`config.mk`:
```
export PLATFORM = sky130hd
export DESIGN_NAME = ws_wait_state_gen
export DESIGN_NICKNAME = d
export VERILOG_FILES = /design/src/rtl/ws_pkg.sv /design/src/rtl/ws_region_match.sv /design/src/rtl/ws_cost_calc.sv /design/src/rtl/ws_stall_timer.sv /design/src/rtl/ws_cycle_accum.sv /design/src/rtl/ws_wait_state_gen.sv
export SDC_FILE = /design/constraint.sdc
export NUM_CORES = 1
export LEC_CHECK = 0
export BUFFER_PORTS_ARGS = -buffer_cell sky130_fd_sc_hd__buf_2
export CAP_MARGIN = 30
export CELL_PAD_IN_SITES_DETAIL_PLACEMENT = 1
export CELL_PAD_IN_SITES_GLOBAL_PLACEMENT = 1
export CORE_MARGIN = 5
export CORE_UTILIZATION = 37
export CTS_BUF_LIST = sky130_fd_sc_hd__clkbuf_8
export DETAILED_ROUTE_END_ITERATION = 8
export PLACE_DENSITY_LB_ADDON = 0.08
export SLEW_MARGIN = 40
export SYNTH_ARGS = -nofsm -noshare
export SYNTH_HDL_FRONTEND = slang
export SYNTH_SLANG_ARGS = --single-unit
```
`constraint.sdc`:
```
create_clock -name clk -period 2.15 [get_ports clk]
set_input_delay 0.1075 -clock clk [delete_from_list [all_inputs] [get_ports clk]]
set_output_delay 0.1075 -clock clk [all_outputs]
set_load 0.02 [all_outputs]
```
`src/rtl/ws_pkg.sv`:
```
package ws_pkg;

  localparam int unsigned REGION_W = 3;
  localparam int unsigned KIND_W   = 3;
  localparam int unsigned COST_MAX = 4;

  typedef enum logic [REGION_W-1:0] {
    RG_OTHER    = 3'd0,
    RG_PROG_ROM = 3'd1,
    RG_SAVE_RAM = 3'd2,
    RG_WORK_RAM = 3'd3,
    RG_REGS     = 3'd4
  } region_e;

  typedef enum logic [KIND_W-1:0] {
    AK_READ     = 3'd0,
    AK_WRITE    = 3'd1,
    AK_IDLE     = 3'd2,
    AK_JUMP_END = 3'd3,
    AK_BRANCH   = 3'd4
  } kind_e;

  // memory part of an access: depends on region and on a collision
  function automatic int unsigned bus_cost(input logic [REGION_W-1:0] region,
                                           input logic clash);
    case (region)
      RG_SAVE_RAM: return clash ? 4 : 2;
      RG_WORK_RAM: return clash ? 3 : 1;
      default:     return clash ? 2 : 1;
    endcase
  endfunction

  // penalty when a jump or return ends while running from program ROM
  function automatic int unsigned jump_cost(input logic rom, input logic clash);
    if (!rom) return 0;
    return clash ? 2 : 1;
  endfunction

  // penalty for a taken branch to an odd target in program ROM
  function automatic int unsigned branch_cost(input logic rom, input logic odd);
    return (rom && odd) ? 1 : 0;
  endfunction

endpackage

```
`src/rtl/ws_region_match.sv`:
```
module ws_region_match
  import ws_pkg::*;
#(
  parameter int unsigned RW = REGION_W
) (
  input  logic [RW-1:0] cop_region,
  input  logic [RW-1:0] host_region,
  output logic          conflict,
  output logic          cop_in_rom
);

  // equal regions collide unless both sit in the register space
  always_comb begin
    conflict   = (cop_region == host_region) && (cop_region != RW'(RG_REGS));
    cop_in_rom = (cop_region == RW'(RG_PROG_ROM));
  end

endmodule

```
`src/rtl/ws_cost_calc.sv`:
```
module ws_cost_calc
  import ws_pkg::*;
#(
  parameter int unsigned RW     = REGION_W,
  parameter int unsigned KW     = KIND_W,
  parameter int unsigned COST_W = 3
) (
  input  logic              clk,
  input  logic              rst_n,
  input  logic              sample,
  input  logic [RW-1:0]     region,
  input  logic              conflict,
  input  logic              rom,
  input  logic [KW-1:0]     kind,
  input  logic              odd,
  output logic [COST_W-1:0] cost
);

  logic [COST_W-1:0] mem_part;
  logic [COST_W-1:0] flow_part;

  always_comb begin
    mem_part = COST_W'(bus_cost(region, conflict));
    case (kind)
      KW'(AK_JUMP_END): flow_part = COST_W'(jump_cost(rom, conflict));
      KW'(AK_BRANCH):   flow_part = COST_W'(branch_cost(rom, odd));
      default:          flow_part = '0;  // read, write, idle, unused
    endcase
    cost = mem_part + flow_part;
  end

  // kinds other than jump end and branch carry no flow penalty
  assert_plain_kind_no_flow_R5: assert property (@(posedge clk) disable iff (!rst_n)
    (sample && kind != KW'(AK_JUMP_END) && kind != KW'(AK_BRANCH)) |-> (flow_part == '0))
    else $error("plain kind carried a flow penalty");

  // an even branch target never pays the branch penalty
  assert_even_branch_free_R7: assert property (@(posedge clk) disable iff (!rst_n)
    (sample && kind == KW'(AK_BRANCH) && !odd) |-> (flow_part == '0))
    else $error("even branch target was charged");

  // every cost is at least one cycle and at most the largest case
  assert_cost_range_R8: assert property (@(posedge clk) disable iff (!rst_n)
    sample |-> (cost != '0 && cost <= COST_W'(COST_MAX)))
    else $error("cost out of range");

endmodule

```
`src/rtl/ws_stall_timer.sv`:
```
module ws_stall_timer #(
  parameter int unsigned COST_W = 3
) (
  input  logic              clk,
  input  logic              rst_n,
  input  logic              req,
  input  logic [COST_W-1:0] cost_in,
  output logic              accept,
  output logic              ready,
  output logic [COST_W-1:0] stall_count
);

  logic              busy_q;
  logic [COST_W-1:0] remain_q;
  logic [COST_W-1:0] held_q;

  assign accept      = req && !busy_q;
  assign ready       = busy_q && (remain_q == COST_W'(1));
  assign stall_count = held_q;

  always_ff @(posedge clk) begin
    if (!rst_n) begin
      busy_q   <= 1'b0;
      remain_q <= '0;
      held_q   <= '0;
    end else if (accept) begin
      busy_q   <= 1'b1;
      remain_q <= cost_in;
      held_q   <= cost_in;
    end else if (busy_q) begin
      if (ready) busy_q <= 1'b0;
      else       remain_q <= remain_q - COST_W'(1);
    end
  end

  // ready is a single-cycle pulse
  assert_ready_pulse_R8: assert property (@(posedge clk) disable iff (!rst_n)
    ready |=> !ready)
    else $error("ready held for more than one cycle");

  // a request is never accepted with a zero cost
  assert_nonzero_load_R8: assert property (@(posedge clk) disable iff (!rst_n)
    accept |-> (cost_in != '0))
    else $error("zero cost accepted");

  // remaining count stays within the accepted cost
  assert_remain_bound_R8: assert property (@(posedge clk) disable iff (!rst_n)
    busy_q |-> (remain_q != '0 && remain_q <= held_q))
    else $error("remaining count out of bounds");

  // the reported cost holds while a request is pending
  assert_hold_stable_R9: assert property (@(posedge clk) disable iff (!rst_n)
    (busy_q && $past(busy_q)) |-> $stable(stall_count))
    else $error("stall_count moved while pending");

endmodule

```
`src/rtl/ws_cycle_accum.sv`:
```
module ws_cycle_accum #(
  parameter int unsigned COST_W  = 3,
  parameter int unsigned TOTAL_W = 64
) (
  input  logic               clk,
  input  logic               rst_n,
  input  logic               add_en,
  input  logic [COST_W-1:0]  add_val,
  output logic [TOTAL_W-1:0] total
);

  logic [TOTAL_W-1:0] total_q;

  assign total = total_q;

  always_ff @(posedge clk) begin
    if (!rst_n)      total_q <= '0;
    else if (add_en) total_q <= total_q + TOTAL_W'(add_val);
  end

  // one step per completed request, by its cost
  assert_total_step_R10: assert property (@(posedge clk) disable iff (!rst_n)
    add_en |=> (total == $past(total) + TOTAL_W'($past(add_val))))
    else $error("total did not grow by the cost");

  // no change without a completion
  assert_total_idle_R10: assert property (@(posedge clk) disable iff (!rst_n)
    !add_en |=> $stable(total))
    else $error("total moved without a completion");

endmodule

```
`src/rtl/ws_wait_state_gen.sv`:
```
module ws_wait_state_gen
  import ws_pkg::*;
#(
  parameter int unsigned COST_W  = 3,
  parameter int unsigned TOTAL_W = 64
) (
  input  logic                clk,
  input  logic                rst_n,
  input  logic                req_valid,
  input  logic [2:0]          cop_region,
  input  logic [2:0]          host_region,
  input  logic [2:0]          access_kind,
  input  logic                target_lsb,
  output logic                ready,
  output logic [COST_W-1:0]   stall_count,
  output logic [TOTAL_W-1:0]  cycle_total
);

  localparam int unsigned RW = REGION_W;
  localparam int unsigned KW = KIND_W;

  logic              conflict;
  logic              cop_in_rom;
  logic              accept;
  logic [COST_W-1:0] cost_now;

  ws_region_match #(.RW(RW)) u_match (
    .cop_region  (cop_region),
    .host_region (host_region),
    .conflict    (conflict),
    .cop_in_rom  (cop_in_rom)
  );

  ws_cost_calc #(.RW(RW), .KW(KW), .COST_W(COST_W)) u_cost (
    .clk      (clk),
    .rst_n    (rst_n),
    .sample   (accept),
    .region   (cop_region),
    .conflict (conflict),
    .rom      (cop_in_rom),
    .kind     (access_kind),
    .odd      (target_lsb),
    .cost     (cost_now)
  );

  ws_stall_timer #(.COST_W(COST_W)) u_timer (
    .clk         (clk),
    .rst_n       (rst_n),
    .req         (req_valid),
    .cost_in     (cost_now),
    .accept      (accept),
    .ready       (ready),
    .stall_count (stall_count)
  );

  ws_cycle_accum #(.COST_W(COST_W), .TOTAL_W(TOTAL_W)) u_accum (
    .clk     (clk),
    .rst_n   (rst_n),
    .add_en  (ready),
    .add_val (stall_count),
    .total   (cycle_total)
  );

  // both sides in the register space never collide
  assert_regs_no_clash_R1: assert property (@(posedge clk) disable iff (!rst_n)
    (accept && cop_region == RW'(RG_REGS) && host_region == RW'(RG_REGS) &&
     access_kind == KW'(AK_READ)) |-> (cost_now == COST_W'(1)))
    else $error("register space treated as conflict");

  // save RAM data accesses cost two or four cycles
  assert_save_ram_cost_R3: assert property (@(posedge clk) disable iff (!rst_n)
    (accept && cop_region == RW'(RG_SAVE_RAM) && access_kind <= KW'(AK_IDLE)) |->
    (cost_now == COST_W'(2) || cost_now == COST_W'(4)))
    else $error("save RAM cost wrong");

  // a work RAM collision on a data access costs three cycles
  assert_work_ram_clash_R4: assert property (@(posedge clk) disable iff (!rst_n)
    (accept && cop_region == RW'(RG_WORK_RAM) && host_region == RW'(RG_WORK_RAM) &&
     access_kind <= KW'(AK_WRITE)) |-> (cost_now == COST_W'(3)))
    else $error("work RAM collision cost wrong");

endmodule

```
; ---- Word level (Yosys, flattened, before mapping)
; Cells that the tools add are included.
[classes]
n_reduce_logical = 7
n_div = 0
muxes = 15
magnitude_cmp = 0
addsub = 3
n_shift = 0
mul = 0
n_eq_ne = 9
n_bitwise = 0
[op_table]
columns = op, n
row1 = $add A64 B3 Y64, 1
row2 = $mux W3, 5
row3 = $pmux W3 S2, 2
row4 = $eq A3 B2 Y1 const B, 3
row5 = $eq A3 B1 Y1 const B, 2
row6 = $mux W1, 6
row7 = $logic_and A1 B1 Y1, 4
row8 = $mux W2, 2
row9 = $add A3 B3 Y3, 1
row10 = $eq A3 B3 Y1, 1
row11 = $eq A3 B3 Y1 const B, 1
row12 = $ne A3 B3 Y1 const B, 1
row13 = $sub A3 B1 Y3 const B, 1
row14 = $ne A2 B1 Y1 const B, 1
row15 = $reduce_and A2 Y1, 1
row16 = $reduce_bool A2 Y1, 1
row17 = $logic_not A1 Y1, 1
[word_totals]
memories = 0
register_bits = 71
rom_bits = 0
latch_bits = 0
ramBits = 0
in_bits = 13

; ---- Depth between registers and ports, before layout
; Gate-level depths: netlist (run 1).
[logic_depth]
ltp_word = 7
depth_mapped = 11

; ---- Hierarchy
; A second synthesis (run 1) with hierarchy kept.
[unflattened]
cells_unflattened = 421
hier_area_um2 = 3682.3
[modules_own_cells]
columns = mod, cells_each, instances, area_per_inst_um2
row1 = ws_cycle_accum, 365, 1, 3163.0
row2 = ws_stall_timer, 37, 1, 336.6
row3 = ws_cost_calc, 13, 1, 128.9
row4 = ws_region_match, 6, 1, 53.8

; ---- Worst setup path before layout (run 1)
; OpenSTA, ideal clock, no wires.
[synth_timing]
path_type = reg-to-reg
startpoint = reg u_accum.total_q[0] (netlist: u_accum.total[0])
endpoint = reg u_accum.total_q[62] (netlist: u_accum.total[62])
stages_incl_launch_ff = 9
n_path_buf = 1
t_arrival_ns = 2.226
setup_slack_ns = -0.147
setup_ns = 0.071
cell_sequence = dfxtp_1 ha_1 fa_1 a21oi_1 nor4_4 nand4_2 buf_2 or3_1 a21oi_1
[synth_between]
elab_chain_cells = 1
[synth_lines]
columns = item, line_no
row1 = "start, declared", ws_cycle_accum.sv:12  ; logic [TOTAL_W-1:0] total_q;
row2 = "start signal, assigned", ws_cycle_accum.sv:18  ; else if (add_en) total_q <= total_q + TOTAL_W'(add_val);
row3 = $add A64 B3 Y64, ws_cycle_accum.sv:18
; Every way passes these cells.
; A chain may end at the register's enable or synchronous reset.

; ---- Final worst setup path (run 1)
[layout_timing]
startpoint = reg u_timer.remain_q[1]
endpoint = reg u_accum.total_q[43] (netlist: u_accum.total[43])
[layout_between]
elab_chain_cells = 2
[layout_lines]
columns = item, line_no
row1 = "start, declared", ws_stall_timer.sv:14  ; logic [COST_W-1:0] remain_q;
row2 = "start signal, assigned", ws_stall_timer.sv:28  ; remain_q <= cost_in;
row3 = "start signal, assigned", ws_stall_timer.sv:32  ; else remain_q <= remain_q - COST_W'(1);
row4 = $eq A3 B1 Y1, ws_stall_timer.sv:18  ; assign ready = busy_q && (remain_q == COST_W'(1));
row5 = $logic_and A1 B1 Y1, ws_stall_timer.sv:18
; Every way passes these cells.

==> summary.txt, run 1 <==
Min path
  – Type of the tightest min-delay check: input pin to register
  – Depth of the worst hold-timing path: 2

Critical path
  – Crit start category: register
  – CP max FO: 8
  – Worst setup path class: register to register
  – WP data required: 2.43 ns
  – Worst path arrival time: 2.38 ns
  – Depth of the worst register-to-register path: 9
  – CP Capture Type: register

Synth
  – Number of warnings reported in the yosys synthesis log: 0
  – Avg Inst Size Synth: between 8 and 9 um^2
  – Sequential area share after synthesis: 39.68%
  – #FFs+latches synth: approximately 70
  – Synthesized netlist cell count: 425
  – Synth Net Count: between 400 and 500
  – Area of the mapped netlist: 0.003582 mm^2
  – Unique masters post-synth: 43

Placement
  – Standard cell area after detailed placement: 0.004488 mm^2
  – DP Worst Slack: -0.1675 ns
  – Post-DP HPWL: slightly above 8000 um
  – Number of buffer cells added on primary ports: 80
  – Routability Congestion: 0.7657

Floorplanning
  – Initial Util: 37.34%
  – Row Count: 36
  – Die Width: 108.4 um
  – Die Footprint: 0.01175 mm^2
  – I/O pin count: between 80 and 90
  – Die Y-Extent: ~110 um
  – Placeable core area: 0.009594 mm^2

Status
  – Outcome: complete, no violations

Drt
  – Violation count after the first detailed-route iteration: 111
  – Routed Antenna Nets: 0
  – Post-DR wirelength/cell: 16.22 um
  – Router iterations before antenna repair: 4
  – Total detailed-routing wirelength: around 11,000 um
  – Vias per cell: 5.315
  – Total via count in the routed design: 3,694
  – DRC Markers: 0

Layout
  – Area of all placed cells without fillers: 0.004868 mm^2
  – Area Overhead vs Synth: 35.91%
  – Count of filler cells inserted in the layout: 1,185
  – Number of diodes added for antenna fixing: 0
  – Proportion of layout cells with a drive suffix above 1: 32.03%
  – Number of nets in the layout: 578

STA
  – Highest clock frequency the design can meet: 477.5 MHz
  – Setup slack of the critical path after layout: 0.05576 ns
  – Worst Tran Pin Value: 0.5712 ns
  – Crit path time final: about 2.1 ns
  – Share of the cycle needed by the critical path after routing: 97.41%
  – Maximum clock skew at final layout: 0.01121 ns
  – Setup TNS: 0 ns
  – Final Max Slew Viols: 0
  – Max transition margin: 61.86%
  – Hold Worst Slack: roughly 0.093 ns
  – Endpoints failing setup: 0
  – Count of endpoints failing hold in the final timing report: 0

Pwr
  – Switching part of the total: 26.48%
  – Highest ir drop seen on vdd: 0.0002170 V
  – Net switching power of the design: 0.6659 mW
  – Part of the power in the clock network: between 30% and 40%
  – Final Total Pwr: 2.515 mW
  – Leakage power: a little over 2 nW
  – Combinational share of power: 7.3%
  – Power density cells: approximately 520 mW/mm^2
  – Int Pwr: 1.849 mW
  – Seq pwr share: 53.6%

Clock tree
  – Number of buffers added to fix hold violations after cts: 0
  – Clock H-tree levels: 3
  – CTS tree: yes
  – Maximum buffer depth of the clock tree: 2
  – Clock latency at the later pin of the worst-skew pair: between 0.3 and 0.4 ns
  – CTS sink count: 71
  – Clock-pin slew reported for the worst setup and hold paths after clock tree synthesis: 0.08 ns
  – Root Buffer Master: clkbuf_8
  – Total clock buffers created by CTS: 9

Global routing
  – Aggregate global-route resource usage: 19.11%
  – Number of antenna violations at the first check in global routing: 0
  – Vias in the first global route: 3,719
  – GRT Residual Overflow: 0
  – Maximum number of pins on one net before global-route repair: 32
  – Wire length of the first global-routing pass: 17,830 um

Run
  – Maximum Capacitance Violations: 0
[layout make-up]
class	count	area, um^2	share of cell area, %
Inverter	15	56.30	1.157
Clock buffer	10	137.6	2.827
Tap cell	133	166.4	3.418
Timing Repair Buffer	137	895.9	18.40
Sequential cell	71	1435	29.48
Multi-Input combinational cell	323	2140	43.95
Clock inverter	6	37.54	0.7710
[state kept, by name, summed over array words and instances, names as in the netlist]
register	flops
u_timer.stall_count	3
u_timer.remain_q	3
u_timer.busy_q	1
u_accum.total	64
[timing repair]
item / CTS / global route
resized for setup: 1 / 23
setup endpoints to repair: 21 / 29
pin swaps: 2 / 6
gates cloned: 0 / 2
setup buffers: 0 / 7
[cells in the mapped netlist, drive strengths merged]
master   instances  area share (%)
a211oi           1            0.21
a21oi           34             4.8
a31oi            1            0.17
and2             3            0.52
and3            10             1.7
and3b            1            0.24
and4             5             1.2
buf              6            0.87
clkbuf          10             1.0
dfxtp           71              40
fa               2             1.1
ha               6             2.1
inv             15             1.6
mux2i            4             1.1
nand2           32             3.4
nand2b           2            0.35
nand3           22             3.2
nand4           22             4.2
nand4b           1            0.66
nor2            49             5.1
nor2b            3            0.52
nor3             5            0.70
nor3b            3            0.63
nor4             6             1.9
nor4bb           2            0.56
o2111ai          1            0.24
o211a            1            0.28
o211ai           3            0.63
o21ai           20             2.8
o311a            1            0.28
o311ai           2            0.49
o31ai           11             2.3
o41ai            2            0.49
or3             17             3.0
or4             16             3.4
or4b             1            0.28
xnor2           13             3.2
xor2            21             5.1
[power groups by stage]
stage	clock [mW]	sequential (mW)	combinational, mW
floorplan	0	1.38	0.106
global placement	0	1.37	0.166
detailed placement	0	1.37	0.173
CTS	1.01	1.34	0.174
global route	1.06	1.35	0.204
finish	0.985	1.35	0.183
[routing by layer]
layer	up-vias	share of wire (%)	track usage (%)	wire, um
met2	61	51	34.50	5760
met5	-	0	0	0
met3	16	3.5	4.060	399
met1	1805	44	22.53	4949
met4	0	1.5	6.041	165
li1	1812	-	-	-
[final timing paths]
check	start	endpoint	slack (ns)
setup / recovery	u_timer.remain_q[1]	u_accum.total[43]	0.06
hold / removal	rst_n	u_timer.remain_q[0]	0.09
setup reg to reg	u_timer.remain_q[1]	u_accum.total[43]	0.06
hold reg to reg	u_accum.total[63]	u_accum.total[63]	0.49
[stage by stage]
stage,cells,utilization (%)
after floorplan,425,-
after global placement,670,46.73
after detailed placement,670,46.78
after CTS,686,48.64
after global routing,695,50.74
final,695,50.74
[cells in the final DEF (no fill, tap or decap), types with 3 or more instances in the layout]
cell,instances
buf_2,80
dfxtp_1,64
buf_4,52
nor2_1,49
nand2_1,32
a21oi_1,32
xor2_1,21
nand4_1,20
nand3_1,20
o21ai_0,19
or3_1,17
or4_1,16
inv_1,14
xnor2_1,13
o31ai_1,11
and3_1,10
clkbuf_8,10
nor3_1,5
dfxtp_2,5
mux2i_1,4
nor2b_1,3
and2_1,3
and4_1,3
nor4_2,3
o211ai_1,3
ha_4,3
ha_1,3
[cells by family after synthesis]
kind of cell / share of synthesized area (%)
and+or+nand+nor: 31.54
AOI/OAI and AO/OA: 12.64
DFF: 39.68
xor gates and xnor gates: 8.313
buffers and inverters: 3.493
adders and majority gates: 3.213
muxes: 1.118
[critical path, stage by stage, from the launching register on]
cell,delay (ns)
dfxtp_1,0.33
inv_2,0.09
ha_4,0.15
nand4b_4,0.13
buf_4,0.17
a21oi_4,0.18
nand3_2,0.14
buf_4,0.20
or4_1,0.47
a21oi_1,0.15
(Power assumes the default switching activity.)
==> run 2: changes to the inputs <==
Settings changed: HOLD_SLACK_MARGIN set to 0.1.
==> run 2 against run 1 <==
Compared with the run above: flip-flop and latch count stayed put; sequential power hardly changed; via count grew 0.24%; combinational power about the same; clock power about the same; largest power group unchanged; highest routed layer unchanged.
==> summary.txt, run 2 (synthesized netlist as in run 1, its figures left out) <==
Status
  – Outcome: complete, no violations

Critical path
  – Crit start category: register
  – CP Capture Type: register
  – Slowest CP cell: or4_1
  – WP data required: 2.43 ns (about the same)
  – CP max FO: 8 (unchanged)
  – Worst path arrival time: 2.37 ns (about the same)
  – Delay of the slowest critical-path stage: 0.47 ns (about the same)
  – Worst setup path class: register to register
  – Most used cell along the critical path: buf_4
  – List of cells traversed by the critical path: inv_2 -> ha_4 -> nand4b_4 -> buf_4 -> a21oi_4 -> nand3_2 -> buf_4 -> or4_1 -> a21oi_1

STA
  – Max transition margin: 61.50% (-0.36 points)
  – Highest clock frequency the design can meet: 478.6 MHz (+0.22%)
  – Endpoints failing setup: 0 (unchanged)
  – Maximum clock skew at final layout: 0.01173 ns (+0.0005213 ns)
  – Crit path time final: 2.090 ns (-0.004631 ns)
  – Share of the cycle needed by the critical path after routing: 97.19% (-0.22 points)
  – Count of endpoints failing hold in the final timing report: 0 (unchanged)
  – Final Max Slew Viols: 0 (unchanged)
  – Worst Tran Pin Value: 0.5766 ns (+0.005414 ns)
  – Setup TNS: 0 ns (unchanged)

Layout
  – Most common cell after layout, fill and taps aside: buf_2
  – Finished Layout Cells: 696 (+0.14%)
  – Count of filler cells inserted in the layout: 1,186 (+0.084%)
  – Flip-flop count of the largest register, all copies and words added: 64 (unchanged)
  – Area Overhead vs Synth: 36.19%
  – Most frequent cells in the layout: 80 x buf_2, 64 x dfxtp_1, 52 x buf_4
  – Number of diodes added for antenna fixing: 0 (unchanged)
  – Area of all placed cells without fillers: 0.004878 mm^2 (+0.21%)
  – Finished Core Util: 50.85% (+0.10 points)
  – Proportion of layout cells with a drive suffix above 1: 31.97% (-0.057 points)
  – Number of nets in the layout: 579 (+0.17%)

Clock tree
  – Root Buffer Master: clkbuf_8
  – Clock latency at the later pin of the worst-skew pair: 0.36 ns (about the same)
  – CTS tree: yes
  – Total clock buffers created by CTS: 9 (unchanged)
  – CTS sink count: 71 (unchanged)
  – Clock-pin slew reported for the worst setup and hold paths after clock tree synthesis: 0.08 ns (about the same)
  – Maximum buffer depth of the clock tree: 2 (unchanged)
  – Clock H-tree levels: 3 (unchanged)

Floorplanning
  – Placeable core area: 0.009594 mm^2 (unchanged)
  – Die Y-Extent: 108.4 um (unchanged)
  – Die Footprint: 0.01175 mm^2 (unchanged)
  – Initial Util: 37.34% (unchanged)
  – Die Width: 108.4 um (unchanged)
  – Row Count: 36 (unchanged)
  – I/O pin count: 81 (unchanged)

Placement
  – Total instance count after detailed placement: 670 (unchanged)
  – Routability Congestion: 0.7657 (unchanged)
  – Standard cell area after detailed placement: 0.004488 mm^2 (unchanged)
  – Post-DP HPWL: 8077 um (unchanged)
  – Number of buffer cells added on primary ports: 80 (unchanged)

Global routing
  – GRT Residual Overflow: 0 (unchanged)
  – Vias in the first global route: 3,723 (+0.11%)
  – Grt met1 use: 22.61% (+0.073 points)
  – Maximum number of pins on one net before global-route repair: 32 (unchanged)
  – GR Util met3: 4.060% (unchanged)
  – Global Route met2 Usage: 34.46% (-0.044 points)
  – Wire length of the first global-routing pass: 17,850 um (+0.12%)
  – Number of antenna violations at the first check in global routing: 0 (unchanged)
  – Aggregate global-route resource usage: 19.12% (about the same)
  – Busiest layer in global routing: met2

Drt
  – Violation count after the first detailed-route iteration: 114 (+2.7%)
  – Routed Antenna Nets: 0 (unchanged)
  – Post-DR wirelength/cell: 16.23 um (about the same)
  – DRC Markers: 0 (unchanged)
  – Total via count in the routed design: 3,703 (+0.24%)
  – Vias per cell: 5.320 (about the same)
  – Router iterations before antenna repair: 4 (unchanged)
  – Total detailed-routing wirelength: 11,290 um (+0.18%)

Run
  – Maximum Capacitance Violations: 0 (unchanged)

Pwr
  – Net switching power of the design: 0.6674 mW (+0.23%)
  – Switching part of the total: 26.51% (+0.033 points)
  – Int Pwr: 1.850 mW (about the same)
  – Seq pwr share: 53.5% (about the same)
  – Power density cells: 516.0 mW/mm^2 (about the same)
  – Leakage power: 2.049 nW (+0.20%)
  – Part of the power in the clock network: 39.2% (about the same)
  – Combinational share of power: 7.3% (about the same)
  – Highest ir drop seen on vdd: 0.0002175 V (+0.22%)

Min path
  – Type of the tightest min-delay check: input pin to register
## run 2: critical path, delay by kind of cell, from the launching register on
| kind | cells | cell delay [ns] |
|---|---|---|
| fa+ha+maj | 1 | 0.15 |
| flops | 1 | 0.33 |
| compound gates | 2 | 0.32 |
| simple gates | 3 | 0.74 |
| buf+inv | 3 | 0.46 |
## run 2: timing repair
action                                  CTS  global route
endpoints found under the hold margin     1             0
gates cloned                              0             2
endpoints found under the setup margin   21            29
pin swaps                                 2             6
gates resized for setup                   1            23
hold buffers                              1             0
buffers inserted                          0             7
## run 2: metal layers
layer  vias up  wire, um
met1      1819      4976
met5         -         0
li1       1814         -
met4         0       170
met3        16       383
met2        54      5764
## run 2: layout make-up
cell class	count	area (um^2)	share of cell area [%]
inverters	15	56.30	1.154
repair buffers	138	905.9	18.57
multi-input cells	323	2140	43.86
clock inverters	6	37.54	0.7694
flip-flops and latches	71	1435	29.42
clock buffers	10	137.6	2.821
well taps	133	166.4	3.411
## run 2: power by group through the flow
| stage | Sequential (mW) | Clock, mW | Combinational, mW |
|---|---|---|---|
| floorplan | 1.38 | 0 | 0.106 |
| global placement | 1.37 | 0 | 0.166 |
| detailed placement | 1.37 | 0 | 0.173 |
| CTS | 1.34 | 1.01 | 0.176 |
| global route | 1.35 | 1.06 | 0.206 |
| finish | 1.35 | 0.986 | 0.184 |
## run 2: stage by stage
| stage | total power, mW | worst slack (ns) | hold WS (ns) |
|---|---|---|---|
| final | 2.517 | 0.06039 | 0.1154 |
| after global routing | 2.615 | -0.04961 | 0.1432 |
| after CTS | 2.528 | 0.005801 | 0.1141 |
| after detailed placement | 1.546 | -0.1675 | 0.4792 |
| after global placement | 1.537 | -0.1013 | 0.4607 |
| after floorplan | 1.482 | -0.01466 | 0.2953 |
## run 2: final timing paths
| kind | startpoint | endpoint | slack, ns | depth (start not counted) |
|---|---|---|---|---|
| worst max-delay path | u_timer.remain_q[1] | u_accum.total[43] | 0.06 | 9 |
| worst min-delay path | req_valid | u_timer.remain_q[2] | 0.12 | 4 |
| worst max register to register | u_timer.remain_q[1] | u_accum.total[43] | 0.06 | 9 |
| worst min register to register | u_accum.total[63] | u_accum.total[63] | 0.49 | 2 |
